### config.mk
export PLATFORM = sky130hd
export DESIGN_NAME = seg_mux_drv
export DESIGN_NICKNAME = d
export VERILOG_FILES = /design/src/rtl/segmux_pkg.sv /design/src/rtl/segmux_ctrl.sv /design/src/rtl/segmux_data.sv /design/src/rtl/seg_mux_drv.sv
export SDC_FILE = /design/constraint.sdc
export NUM_CORES = 1
export LEC_CHECK = 0
export BUFFER_PORTS_ARGS = -buffer_cell sky130_fd_sc_hd__buf_2
export CAP_MARGIN = 20
export CORE_MARGIN = 2
export CORE_UTILIZATION = 50
export CTS_BUF_LIST = sky130_fd_sc_hd__clkbuf_2
export CTS_CLUSTER_DIAMETER = 150
export DETAILED_ROUTE_END_ITERATION = 12
export PLACE_DENSITY = 0.75
export SLEW_MARGIN = 25
export SYNTH_ARGS = -nofsm -noshare
export SYNTH_HDL_FRONTEND = slang
export SYNTH_SLANG_ARGS = --single-unit
### constraint.sdc
create_clock -name clk -period 3.8 [get_ports clk]
set_input_delay 0.19 -clock clk [delete_from_list [all_inputs] [get_ports clk]]
set_output_delay 0.19 -clock clk [all_outputs]
set_load 0.01 [all_outputs]
### src/rtl/segmux_pkg.sv
package segmux_pkg;
  localparam int DIGIT_COUNT = 4;
  localparam int IDX_W = $clog2(DIGIT_COUNT);
  localparam int CHAR_W = 8;
  localparam int SEG_W = 7;
  localparam logic [CHAR_W-1:0] ASCII_ZERO = 8'h30;

  // strobes from control to datapath
  typedef struct packed {
    logic capture;   // snapshot shadow into held buffer
    logic loadDisp;  // move held buffer to visible buffer
    logic active;    // scan has started
    logic [IDX_W-1:0] idx;
  } ctrl_strobe_t;

  // ASCII digit to {g,f,e,d,c,b,a}; anything else blanks
  function automatic logic [SEG_W-1:0] charToSeg(input logic [CHAR_W-1:0] ch);
    logic [CHAR_W-1:0] val;
    val = ch - ASCII_ZERO;
    case (val)
      8'd0: charToSeg = 7'b0111111;
      8'd1: charToSeg = 7'b0000110;
      8'd2: charToSeg = 7'b1011011;
      8'd3: charToSeg = 7'b1001111;
      8'd4: charToSeg = 7'b1100110;
      8'd5: charToSeg = 7'b1101101;
      8'd6: charToSeg = 7'b1111101;
      8'd7: charToSeg = 7'b0000111;
      8'd8: charToSeg = 7'b1111111;
      8'd9: charToSeg = 7'b1101111;
      default: charToSeg = '0;
    endcase
  endfunction
endpackage

### src/rtl/segmux_ctrl.sv
module segmux_ctrl
  import segmux_pkg::*;
(
  input  logic clk,
  input  logic rst_n,
  input  logic tick,
  input  logic commit,
  output ctrl_strobe_t strobe
);
  localparam logic [IDX_W-1:0] LAST_IDX = IDX_W'(DIGIT_COUNT - 1);

  logic [IDX_W-1:0] curIdx;
  logic active;
  logic pending;
  logic atWrap;
  logic frameEdge;

  assign atWrap = (curIdx == LAST_IDX);
  assign frameEdge = tick && atWrap;

  always_ff @(posedge clk) begin
    if (!rst_n) begin
      curIdx  <= LAST_IDX;
      active  <= 1'b0;
      pending <= 1'b0;
    end else begin
      if (tick) begin
        curIdx <= atWrap ? '0 : curIdx + 1'b1;
        active <= 1'b1;
      end
      if (commit) pending <= 1'b1;
      else if (frameEdge) pending <= 1'b0;
    end
  end

  always_comb begin
    strobe.capture  = commit;
    strobe.loadDisp = frameEdge && pending;
    strobe.active   = active;
    strobe.idx      = curIdx;
  end
endmodule

### src/rtl/segmux_data.sv
module segmux_data
  import segmux_pkg::*;
(
  input  logic clk,
  input  logic rst_n,
  input  logic wrEn,
  input  logic [IDX_W-1:0] wrIdx,
  input  logic [CHAR_W-1:0] wrChar,
  input  ctrl_strobe_t strobe,
  output logic [SEG_W-1:0] segOut,
  output logic [DIGIT_COUNT-1:0] digSel
);
  logic [CHAR_W-1:0] shadowBuf [DIGIT_COUNT];
  logic [CHAR_W-1:0] heldBuf [DIGIT_COUNT];
  logic [CHAR_W-1:0] dispBuf [DIGIT_COUNT];

  for (genvar g = 0; g < DIGIT_COUNT; g++) begin : gSlot
    always_ff @(posedge clk) begin
      if (!rst_n) begin
        shadowBuf[g] <= ASCII_ZERO;
        heldBuf[g]   <= ASCII_ZERO;
        dispBuf[g]   <= ASCII_ZERO;
      end else begin
        if (wrEn && (wrIdx == IDX_W'(g))) shadowBuf[g] <= wrChar;
        if (strobe.capture) heldBuf[g] <= shadowBuf[g];
        if (strobe.loadDisp) dispBuf[g] <= heldBuf[g];
      end
    end
    // leftmost digit (index 0) sits on the top select bit
    assign digSel[g] = strobe.active && (strobe.idx == IDX_W'(DIGIT_COUNT - 1 - g));
  end

  always_comb begin
    segOut = '0;
    if (strobe.active) segOut = charToSeg(dispBuf[strobe.idx]);
  end
endmodule

### src/rtl/seg_mux_drv.sv
module seg_mux_drv
  import segmux_pkg::*;
(
  input  logic clk,
  input  logic rst_n,
  input  logic tick,
  input  logic wrEn,
  input  logic [IDX_W-1:0] wrIdx,
  input  logic [CHAR_W-1:0] wrChar,
  input  logic commit,
  output logic [SEG_W-1:0] segOut,
  output logic [DIGIT_COUNT-1:0] digSel
);
  ctrl_strobe_t strobe;

  segmux_ctrl i_ctrl (
    .clk(clk), .rst_n(rst_n), .tick(tick), .commit(commit), .strobe(strobe)
  );

  segmux_data i_data (
    .clk(clk), .rst_n(rst_n), .wrEn(wrEn), .wrIdx(wrIdx), .wrChar(wrChar),
    .strobe(strobe), .segOut(segOut), .digSel(digSel)
  );
endmodule

==> results.tsv, run 1 <==
stage	metric	value	unit
logic_synthesis	synth_edf_count	96	
floorplanning	start_util	51.8	%
placed_design	portBuffers	25	
cells_and_area	nFillCells	689	
logic_synthesis	syn_inst	298	
global_routing	grt_overflow_total	0	
worst_setup_path	critical_path.top_delay_family	multiplexers	
floorplanning	rows	33	
timing	finalCriticalPeriod	2.85	ns
clock_network	path_clk_slew	0.27	ns
logic_synthesis	synth_xor_area_share	0.205	%
timing	setup_viol	0	
drt	route.detailed.drc	0	
global_routing	grt_max_degree	37	
timing	tns	0	ns
clock_network	worstSkewPairLatency	0.54	ns
logic_synthesis	yosysWarnings	0	
logic_synthesis	synth-seq-cells	102	
logic_synthesis	yosys.area_share.adder	2.63	%
timing	max_slew_margin	42.1	%
logic_synthesis	synth_compound_area_share	2.69	%
cells_and_area	n_antenna_cell	0	
worst_setup_path	cp_max_fo	7	
logic_synthesis	synth_area_leaders	edfxtp_1 67%, and2_1 7.6%, and3_1 3.5%	
floorplanning	die_area	0.00930	sq mm
cells_and_area	instances_no_fill	442	
worst_setup_path	path_cells	mux4_2 -> ha_1 -> or3_1 -> a21oi_1 -> buf_2	
worst_hold_path	min_from	commit	
run	cap_viol_max_count	0	
clock_network	clockBufferDepth	2	
logic_synthesis	synth_area	0.00427	sq mm
floorplanning	core	0.00826	sq mm
placed_design	gp_congestion	0.742	
cells_and_area	nets	356	
cells_and_area	final_area	0.00471	sq mm
drt	via_count	2217	
worst_setup_path	worst_path_largest_cell_delay	0.64	ns
drt	drt_pre_antenna_iters	4	
timing	worst_slew_pin_slew	0.855	ns
logic_synthesis	yosys.area.top_type_share	67.4	%
power_and_ir_drop	power_leakage	0.00185	uW
drt	ant_nets	0	
timing	fin_skew	0.0328	ns
run_status	status	completed	
worst_setup_path	crit_path_start_kind	flip-flop	
timing	grt_setup_unrepaired	no	
worst_hold_path	min_path_type	input port to flip-flop	
timing	holdWs	0.110	ns
logic_synthesis	synth.distinct_cells	31	
clock_network	htreeDepth	3	
placed_design	dp.cells	417	
floorplanning	die_y	96.5	um
worst_setup_path	crit_slowest_cell	mux4_2	
global_routing	grt_pass1_wl	10500	um
logic_synthesis	syn-num-nets	322	
logic_synthesis	yosysSeqAreaShare	70.3	%
drt	finalWirelength	6200	um
timing	hold_violations	0	
clock_network	cts-root-buf	clkbuf_2	
worst_setup_path	path_class	flip-flop to output port	
logic_synthesis	ys.flop_type	edfxtp_1	
clock_network	cts.sinks	102	
drt	initialDrtViolationCount	154	
logic_synthesis	yosys.area_share.simple	18.8	%
power_and_ir_drop	ir_worst_vdd	0.213	mV
clock_network	cts_setup_buffers	0	
clock_network	cts_made_buffers	9	
global_routing	groute.usage.overall	15.2	%
logic_synthesis	synth_top_family_by_area	simple AND/OR/NAND/NOR gates	
floorplanning	boundaryPins	26	
cells_and_area	synthToLayoutAreaGrowth	10.2	%
global_routing	antenna_found_initial	0	
logic_synthesis	synth.area.mux_share	3.25	%
placed_design	post-dp-hpwl	4330	um
global_routing	grt_pass1_vias	2188	
timing	drv_slew	0	
cells_and_area	drive_gt1_share	16.9	%
floorplanning	fp.dieW	96.5	um
clock_network	cts_tree	done	
worst_setup_path	crit_cells	5	
worst_hold_path	hold_depth	3	
placed_design	placed_area	0.00448	sq mm
worst_setup_path	reg2reg_depth	3	
worst_setup_path	critPathCaptureType	output port	
logic_synthesis	synth_largest_area_cell	edfxtp_1	
power_and_ir_drop	p_per_area	439	mW/mm^2
worst_setup_path	reg2reg_from	i_ctrl.curIdx[0]	
worst_setup_path	cp.required	3.61	ns
worst_setup_path	arrival	2.66	ns
logic_synthesis	syn_avg_cell_area	14.3	sq um
drt	routed_via_density	5.02	
timing	min_period_over_period	74.9	%
timing	max_freq	351	MHz
worst_setup_path	crit_buf_inv	1	
logic_synthesis	async_flop_share	0	%
drt	wire_per_inst	14.0	um
-- synth_stat cells, types with 4 or more instances --
| master | n |
|---|---|
| inv_1 | 8 |
| or2_2 | 9 |
| dfxtp_1 | 6 |
| o21ai_0 | 4 |
| a21oi_1 | 7 |
| clkbuf_1 | 9 |
| and2_1 | 52 |
| and3_1 | 24 |
| nand2_1 | 10 |
| nor2_1 | 15 |
| nand3_1 | 5 |
| or3_1 | 17 |
| ha_1 | 9 |
| edfxtp_1 | 96 |
-- cell type report --
cell class                 instances  area, sq um  area share [%]
tap                              105          131            2.79
multi-input combinational        176         1180            25.1
inverter                           8         30.0           0.637
clock inverter                     7         97.6            2.07
clock buffer                       9         45.0           0.956
timing repair buffer              35          223            4.73
sequential                       102         3000            63.7
-- timing repair --
| action | CTS | global route |
|---|---|---|
| setup endpoints to repair | 0 | 0 |
| endpoints found under the hold margin | 38 | 0 |
| gates resized for setup | 0 | 0 |
| hold buffers | 9 | 0 |
-- per-stage QoR --
stage          setup WS, ns  total power [uW]  utilization, %
2_1_floorplan          1.80              1470               -
3_3_place_gp           1.62              1510            54.2
3_5_place_dp           1.58              1520            54.2
4_1_cts               0.910              2080            57.0
5_1_grt               0.627              2160            57.1
6_report              0.953              2070            57.1
-- registers in the layout, indices dropped and copies added, names as in the netlist, named ones only --
register	count
i_ctrl.pending	1
i_data.heldBuf	32
i_ctrl.curIdx	2
i_data.shadowBuf	32
i_ctrl.active	1
i_data.dispBuf	32
-- cell usage in the layout, fill, tap and decap left out, types with 2 or more instances in the layout --
| cell | Yosys | final |
|---|---|---|
| edfxtp_1 | 96 | 96 |
| and2_1 | 52 | 52 |
| buf_2 | 0 | 25 |
| and3_1 | 24 | 24 |
| or3_1 | 17 | 17 |
| nor2_1 | 15 | 14 |
| nand2_1 | 10 | 9 |
| or2_2 | 9 | 9 |
| ha_1 | 9 | 9 |
| clkbuf_2 | 0 | 9 |
| dlygate4sd3_1 | 0 | 9 |
| inv_1 | 8 | 8 |
| a21oi_1 | 7 | 7 |
| o21ai_1 | 2 | 6 |
| dfxtp_1 | 6 | 6 |
| nand3_1 | 5 | 5 |
| mux2i_1 | 3 | 3 |
| nor3_1 | 3 | 3 |
| mux4_2 | 2 | 2 |
| mux4_1 | 2 | 2 |
| nand2b_1 | 2 | 2 |
| o211ai_1 | 2 | 2 |
| clkinv_4 | 0 | 2 |
| bufinv_16 | 0 | 2 |
-- final timing paths --
check	end	slack, ns
max reg2reg	i_data.dispBuf[2][2]	1.83
min	i_ctrl.pending	0.11
min reg2reg	i_ctrl.pending	0.53
max	segOut[5]	0.95
-- layer usage --
metal | global-route usage (%) | wire [um]
met1 | 19.4 | 2890
met2 | 25.1 | 3030
met3 | 3.26 | 191
met4 | 7.04 | 86
met5 | 0 | 0
-- worst min-delay path, stage by stage --
cell     delay, ns
buf_2         0.23
a21oi_1       0.16
nor2_1        0.05
-- power by group --
part / switching, uW / leakage (uW) / internal, uW
clock: 353 / 0.0000801 / 220
sequential: 24.3 / 0.00100 / 1300
combinational: 103 / 0.000761 / 69.4
-- cells by family (layout without fill, tap and decap cells) --
kind of cell	after synthesis	in the layout
adders and majority gates	9	9
and+or+nand+nor	139	139
DFF	102	102
buffers and inverters	20	59
AOI/OAI and AO/OA	19	19
xor gates and xnor gates	1	1
muxes	8	8
Note: power is estimated with default switching activity, not from simulation.
==> run 2: changes to the inputs <==
- clock period: 3.8 -> 2.8 ns (I/O delays scaled with it)
==> results.tsv, run 2 (synthesized netlist as in run 1, its figures left out) <==
stage	metric	value	unit	change
run_status	status	completed		
floorplanning	die_area	0.00930	sq mm	unchanged
global_routing	groute.usage.overall	14.5	%	-0.68 points
clock_network	cts.sinks	102		unchanged
drt	dr_wl_met3	178	um	-6.8%
cells_and_area	layout_common_cells	96 x edfxtp_1, 52 x and2_1, 25 x buf_2, 24 x and3_1, 17 x or3_1		
worst_setup_path	path_class	flip-flop to output port		
drt	routed_via_density	4.95		-1.3%
floorplanning	fp.dieW	96.5	um	unchanged
drt	drt-met1-wl	2810	um	-2.8%
worst_setup_path	worst_path_largest_cell_delay	0.61	ns	-0.03 ns
worst_setup_path	cp.required	2.66	ns	-0.95 ns
clock_network	cts_tree	done		
cells_and_area	drive_gt1_share	18.4	%	+1.5 points
power_and_ir_drop	ir_worst_vdd	0.308	mV	+44%
timing	fin_skew	0.0241	ns	-0.00874 ns
worst_setup_path	regToRegSetupSlack	1.08	ns	-0.75 ns
drt	finalWirelength	6070	um	-2.2%
drt	via_count	2219		+0.090%
clock_network	cts-root-buf	clkbuf_2		
timing	grt_setup_unrepaired	no		
clock_network	clockBufferDepth	2		unchanged
power_and_ir_drop	power_leakage	0.00187	uW	+1.1%
worst_hold_path	min_path_type	input port to flip-flop		
worst_setup_path	path_cells	mux4_1 -> inv_1 -> ha_1 -> inv_1 -> a21oi_1 -> o21ai_1 -> a21oi_1 -> buf_2		
worst_setup_path	arrival	2.49	ns	-0.17 ns
drt	route.detailed.drc	0		unchanged
worst_setup_path	crit_buf_inv	3		+2
drt	ant_nets	0		unchanged
cells_and_area	reg_top3	i_data.dispBuf: 32 flops, i_data.heldBuf: 32 flops, i_data.shadowBuf: 32 flops		
placed_design	gp_congestion	0.749		+0.96%
timing	setup_viol	0		unchanged
worst_setup_path	crit_slowest_cell	mux4_1		
clock_network	cts_made_buffers	9		unchanged
timing	hold_violations	0		unchanged
drt	initialDrtViolationCount	100		-35%
drt	highest_layer	met4		
global_routing	antenna_found_initial	0		unchanged
floorplanning	boundaryPins	26		unchanged
cells_and_area	n_antenna_cell	0		unchanged
timing	finalCriticalPeriod	2.63	ns	
global_routing	grt_overflow_total	0		unchanged
worst_setup_path	cp_max_fo	7		unchanged
global_routing	grt_pass1_wl	10000	um	-4.5%
cells_and_area	synthToLayoutAreaGrowth	10.7	%	
timing	worst_slew_pin_slew	0.910	ns	+0.0550 ns
global_routing	grt_pass1_vias	2121		-3.1%
global_routing	grt_max_degree	37		unchanged
floorplanning	rows	33		unchanged
placed_design	post-dp-hpwl	4370	um	+0.99%
worst_setup_path	critical_path.top_delay_family	multiplexers		
drt	wire_per_inst	13.5	um	-3.5%
cells_and_area	nets	362		+1.7%
worst_setup_path	crit_path_start_kind	flip-flop		
power_and_ir_drop	finalPower	2720	uW	+31%
timing	max_slew_margin	38.4	%	-3.7 points
worst_setup_path	critPathCaptureType	output port		
placed_design	portBuffers	25		unchanged
clock_network	worstSkewPairLatency	0.52	ns	-0.02 ns
drt	met2_length	2950	um	-2.6%
worst_setup_path	reg2reg_from	i_ctrl.curIdx[0]		
power_and_ir_drop	p_per_area	574	mW/mm^2	+31%
clock_network	cts_setup_buffers	0		unchanged
timing	min_period_over_period	93.9	%	
timing	drv_slew	0		unchanged
worst_hold_path	min_from	wrIdx[1]		
floorplanning	start_util	51.8	%	unchanged
floorplanning	core	0.00826	sq mm	unchanged
timing	max_freq	380	MHz	
clock_network	path_clk_slew	0.26	ns	about the same
drt	drt_pre_antenna_iters	6		+2
timing	tns	0	ns	unchanged
cells_and_area	layout.cells.most_common	edfxtp_1		
run	cap_viol_max_count	0		unchanged
floorplanning	die_y	96.5	um	unchanged
clock_network	htreeDepth	3		unchanged
-- run 2: metal layers --
metal	track usage [%]	up-vias
met5	0	-
met4	7.04	0
met3	2.33	11
met2	24.6	45
met1	18.4	1006
li1	-	1157
-- run 2: tightest hold or removal path: cells and delay by family --
family        cells  cell delay (ns)
buf+inv           1             0.11
simple gates      2             0.26
-- run 2: worst paths after layout --
path	cells past startpoint	end
hold / removal	3	i_data.shadowBuf[3][5]
setup reg to reg	4	i_data.dispBuf[2][3]
setup / recovery	8	segOut[4]
hold reg to reg	2	i_ctrl.pending
-- run 2: cell type report --
class                   count  area, sq um
inverters                   8         30.0
flip-flops and latches    102         3010
multi-input cells         176         1180
well taps                 105          131
clock inverters             6         70.1
repair buffers             41          268
clock buffers              10         50.0
fillers                   673         3520
-- run 2: report_power, final --
part	switching, uW	internal [uW]	total (uW)
clock network	460	218	678
registers	31.4	1760	1790
logic	143	100	244
total	635	2080	2720
-- run 2: repair_timing --
action                                  in CTS  in global routing
endpoints found under the setup margin       1                  3
resized for setup                            1                  1
endpoints found under the hold margin       38                  0
hold buffers                                 9                  0
-- run 2: stage by stage --
| step | cells | setup slack, ns | hold WS [ns] | utilization, % | area, sq um |
|---|---|---|---|---|---|
| after floorplan | 298 | 0.854 | 0.261 | - | 4270 |
| after global placement | 423 | 0.675 | 0.438 | 54.7 | 4520 |
| after detailed placement | 423 | 0.629 | 0.441 | 54.7 | 4520 |
| after CTS | 448 | 0.0993 | 0.0171 | 57.3 | 4730 |
| after global routing | 448 | 0.00844 | 0.0332 | 57.3 | 4730 |
| final | 448 | 0.172 | 0.0766 | 57.3 | 4730 |
==> run 3: changes to the inputs <==
- CORE_UTILIZATION: 50 -> 57
- PLACE_DENSITY: 0.75 -> 0.82
==> results.tsv, run 3 (synthesized netlist as in run 1, its figures left out) <==
stage	metric	value	unit	change
drt	via_count	2222		+0.14%
clock_network	cts_setup_buffers	0		unchanged
power_and_ir_drop	internal_power	1990	uW	-4.2%
power_and_ir_drop	power_frac_clock	22.4	%	-2.6 points
timing	setup_viol	0		unchanged
power_and_ir_drop	sw_frac_of_total	24.1	%	+0.77 points
timing	worst_slew_pin_slew	0.891	ns	-0.0186 ns
clock_network	cts_tree	done		
global_routing	grt_max_degree	33		-11%
global_routing	grt_pass1_wl	9950	um	-0.56%
clock_network	clockBufferDepth	2		unchanged
cells_and_area	layout_common_cells	96 x edfxtp_1, 52 x and2_1, 25 x buf_2, 24 x and3_1, 17 x or3_1		
timing	drv_slew	0		unchanged
cells_and_area	multi_input_comb_area	0.00118	sq mm	unchanged
placed_design	portBuffers	25		unchanged
worst_setup_path	regToRegSetupSlack	1.07	ns	about the same
cells_and_area	n_antenna_cell	0		unchanged
timing	finalCriticalPeriod	2.59	ns	-0.0342 ns
drt	routed_via_density	4.99		+0.81%
run	cap_viol_max_count	0		unchanged
floorplanning	die_area	0.00821	sq mm	-12%
cells_and_area	reg_top3	i_data.dispBuf: 32 flops, i_data.heldBuf: 32 flops, i_data.shadowBuf: 32 flops		
floorplanning	start_util	58.9	%	+7.2 points
worst_setup_path	cp_max_fo	7		unchanged
placed_design	detailedPlace.worstSlack	0.639	ns	+0.0104 ns
clock_network	htreeDepth	3		unchanged
power_and_ir_drop	p_sw	634	uW	about the same
power_and_ir_drop	power_leakage	0.00187	uW	about the same
power_and_ir_drop	ir_worst_vdd	0.358	mV	+16%
global_routing	grt_overflow_total	0		unchanged
cells_and_area	seq_area	0.00301	sq mm	about the same
global_routing	antenna_found_initial	0		unchanged
floorplanning	fp.dieW	90.6	um	-6.1%
floorplanning	boundaryPins	26		unchanged
global_routing	grt_pass1_vias	2135		+0.66%
worst_setup_path	crit_path_start_kind	flip-flop		
worst_setup_path	arrival	2.45	ns	-0.04 ns
timing	max_freq	386	MHz	+1.3%
drt	ant_nets	0		unchanged
cells_and_area	synthToLayoutAreaGrowth	10.7	%	about the same
timing	tns	0	ns	unchanged
worst_hold_path	min_path_type	input port to flip-flop		
drt	finalWirelength	5840	um	-3.8%
power_and_ir_drop	comb_power_share	9.3	%	+0.3 points
cells_and_area	layout.cells.most_common	edfxtp_1		
floorplanning	die_y	90.6	um	-6.1%
timing	layout_setup_ws	0.206	ns	+0.0342 ns
run_status	status	completed		
drt	drt_pre_antenna_iters	4		-2
cells_and_area	nFillCells	537		-20%
floorplanning	rows	31		-6.1%
clock_network	path_clk_slew	0.27	ns	about the same
worst_setup_path	cp.required	2.66	ns	about the same
drt	route.detailed.drc	0		unchanged
timing	fin_skew	0.0265	ns	+0.00242 ns
clock_network	cts-root-buf	clkbuf_2		
power_and_ir_drop	p_seq_share	68.3	%	+2.2 points
cells_and_area	instances_no_fill	445		-0.67%
global_routing	groute.usage.overall	15.7	%	+1.1 points
timing	min_period_over_period	92.6	%	-1.2 points
drt	wire_per_inst	13.1	um	-3.2%
cells_and_area	drive_gt1_share	18.8	%	+0.42 points
placed_design	dp.cells	418		-1.2%
timing	max_slew_margin	39.6	%	+1.3 points
power_and_ir_drop	p_per_area	556	mW/mm^2	-3.2%
cells_and_area	nets	365		+0.83%
placed_design	gp_congestion	0.762		+1.7%
clock_network	worstSkewPairLatency	0.53	ns	about the same
worst_setup_path	path_class	flip-flop to output port		
worst_setup_path	critPathCaptureType	output port		
timing	grt_setup_unrepaired	no		
timing	hold_violations	0		unchanged
placed_design	post-dp-hpwl	4130	um	-5.5%
drt	initialDrtViolationCount	171		+71%
floorplanning	core	0.00725	sq mm	-12%
clock_network	cts.sinks	102		unchanged
clock_network	cts_made_buffers	9		unchanged
run 3: layer usage:
metal | track usage (%) | up-vias | part of all wire [%]
li1 | - | 1164 | -
met1 | 20.1 | 1009 | 45
met2 | 26.1 | 41 | 51
met3 | 4.26 | 8 | 3.3
met4 | 5.38 | 0 | 1.4
met5 | 0 | - | 0
run 3: layout make-up:
class	count	share of cell area, %
tap	99	2.62
inverter	8	0.635
clock buffer	10	1.06
multi-input combinational	176	24.9
clock inverter	6	0.979
sequential	102	63.6
timing repair buffer	44	6.24
run 3: power groups by stage:
stage | clock [uW] | sequential, uW | combinational (uW)
final | 590 | 1790 | 245
after global routing | 666 | 1810 | 276
after CTS | 607 | 1800 | 246
after detailed placement | 0 | 1830 | 232
after global placement | 0 | 1830 | 222
after floorplan | 0 | 1810 | 177
run 3: critical path, cell delays in order (launching register included):
cell,delay (ns)
dfxtp_4,0.45
mux4_2,0.59
ha_1,0.22
or3_1,0.39
a21oi_1,0.14
buf_2,0.15
run 3: metrics by stage:
step | hold slack (ns) | utilization (%) | total power [uW] | instance area (sq um)
final | 0.0728 | 65.2 | 2630 | 4730
after global routing | 0.0269 | 65.2 | 2750 | 4730
after CTS | 0.0179 | 65.2 | 2650 | 4730
after detailed placement | 0.449 | 62.3 | 2060 | 4520
after global placement | 0.438 | 62.3 | 2050 | 4520
after floorplan | 0.261 | - | 1990 | 4270
run 3: final timing paths:
| path | from | endpoint | cells after the start |
|---|---|---|---|
| max | flip-flop | segOut[5] | 5 |
| min | wrIdx[1] | i_data.shadowBuf[2][5] | 3 |
| max reg2reg | i_ctrl.curIdx[0] | i_data.dispBuf[1][0] | 4 |
| min reg2reg | i_data.shadowBuf[1][4] | i_data.heldBuf[0][12] | 1 |
run 3: what timing repair did:
action,4_1_cts,5_1_grt
hold buffers,11,0
gates cloned,0,0
endpoints found under the setup margin,1,3
endpoints found under the hold margin,38,0
gates resized for setup,1,2
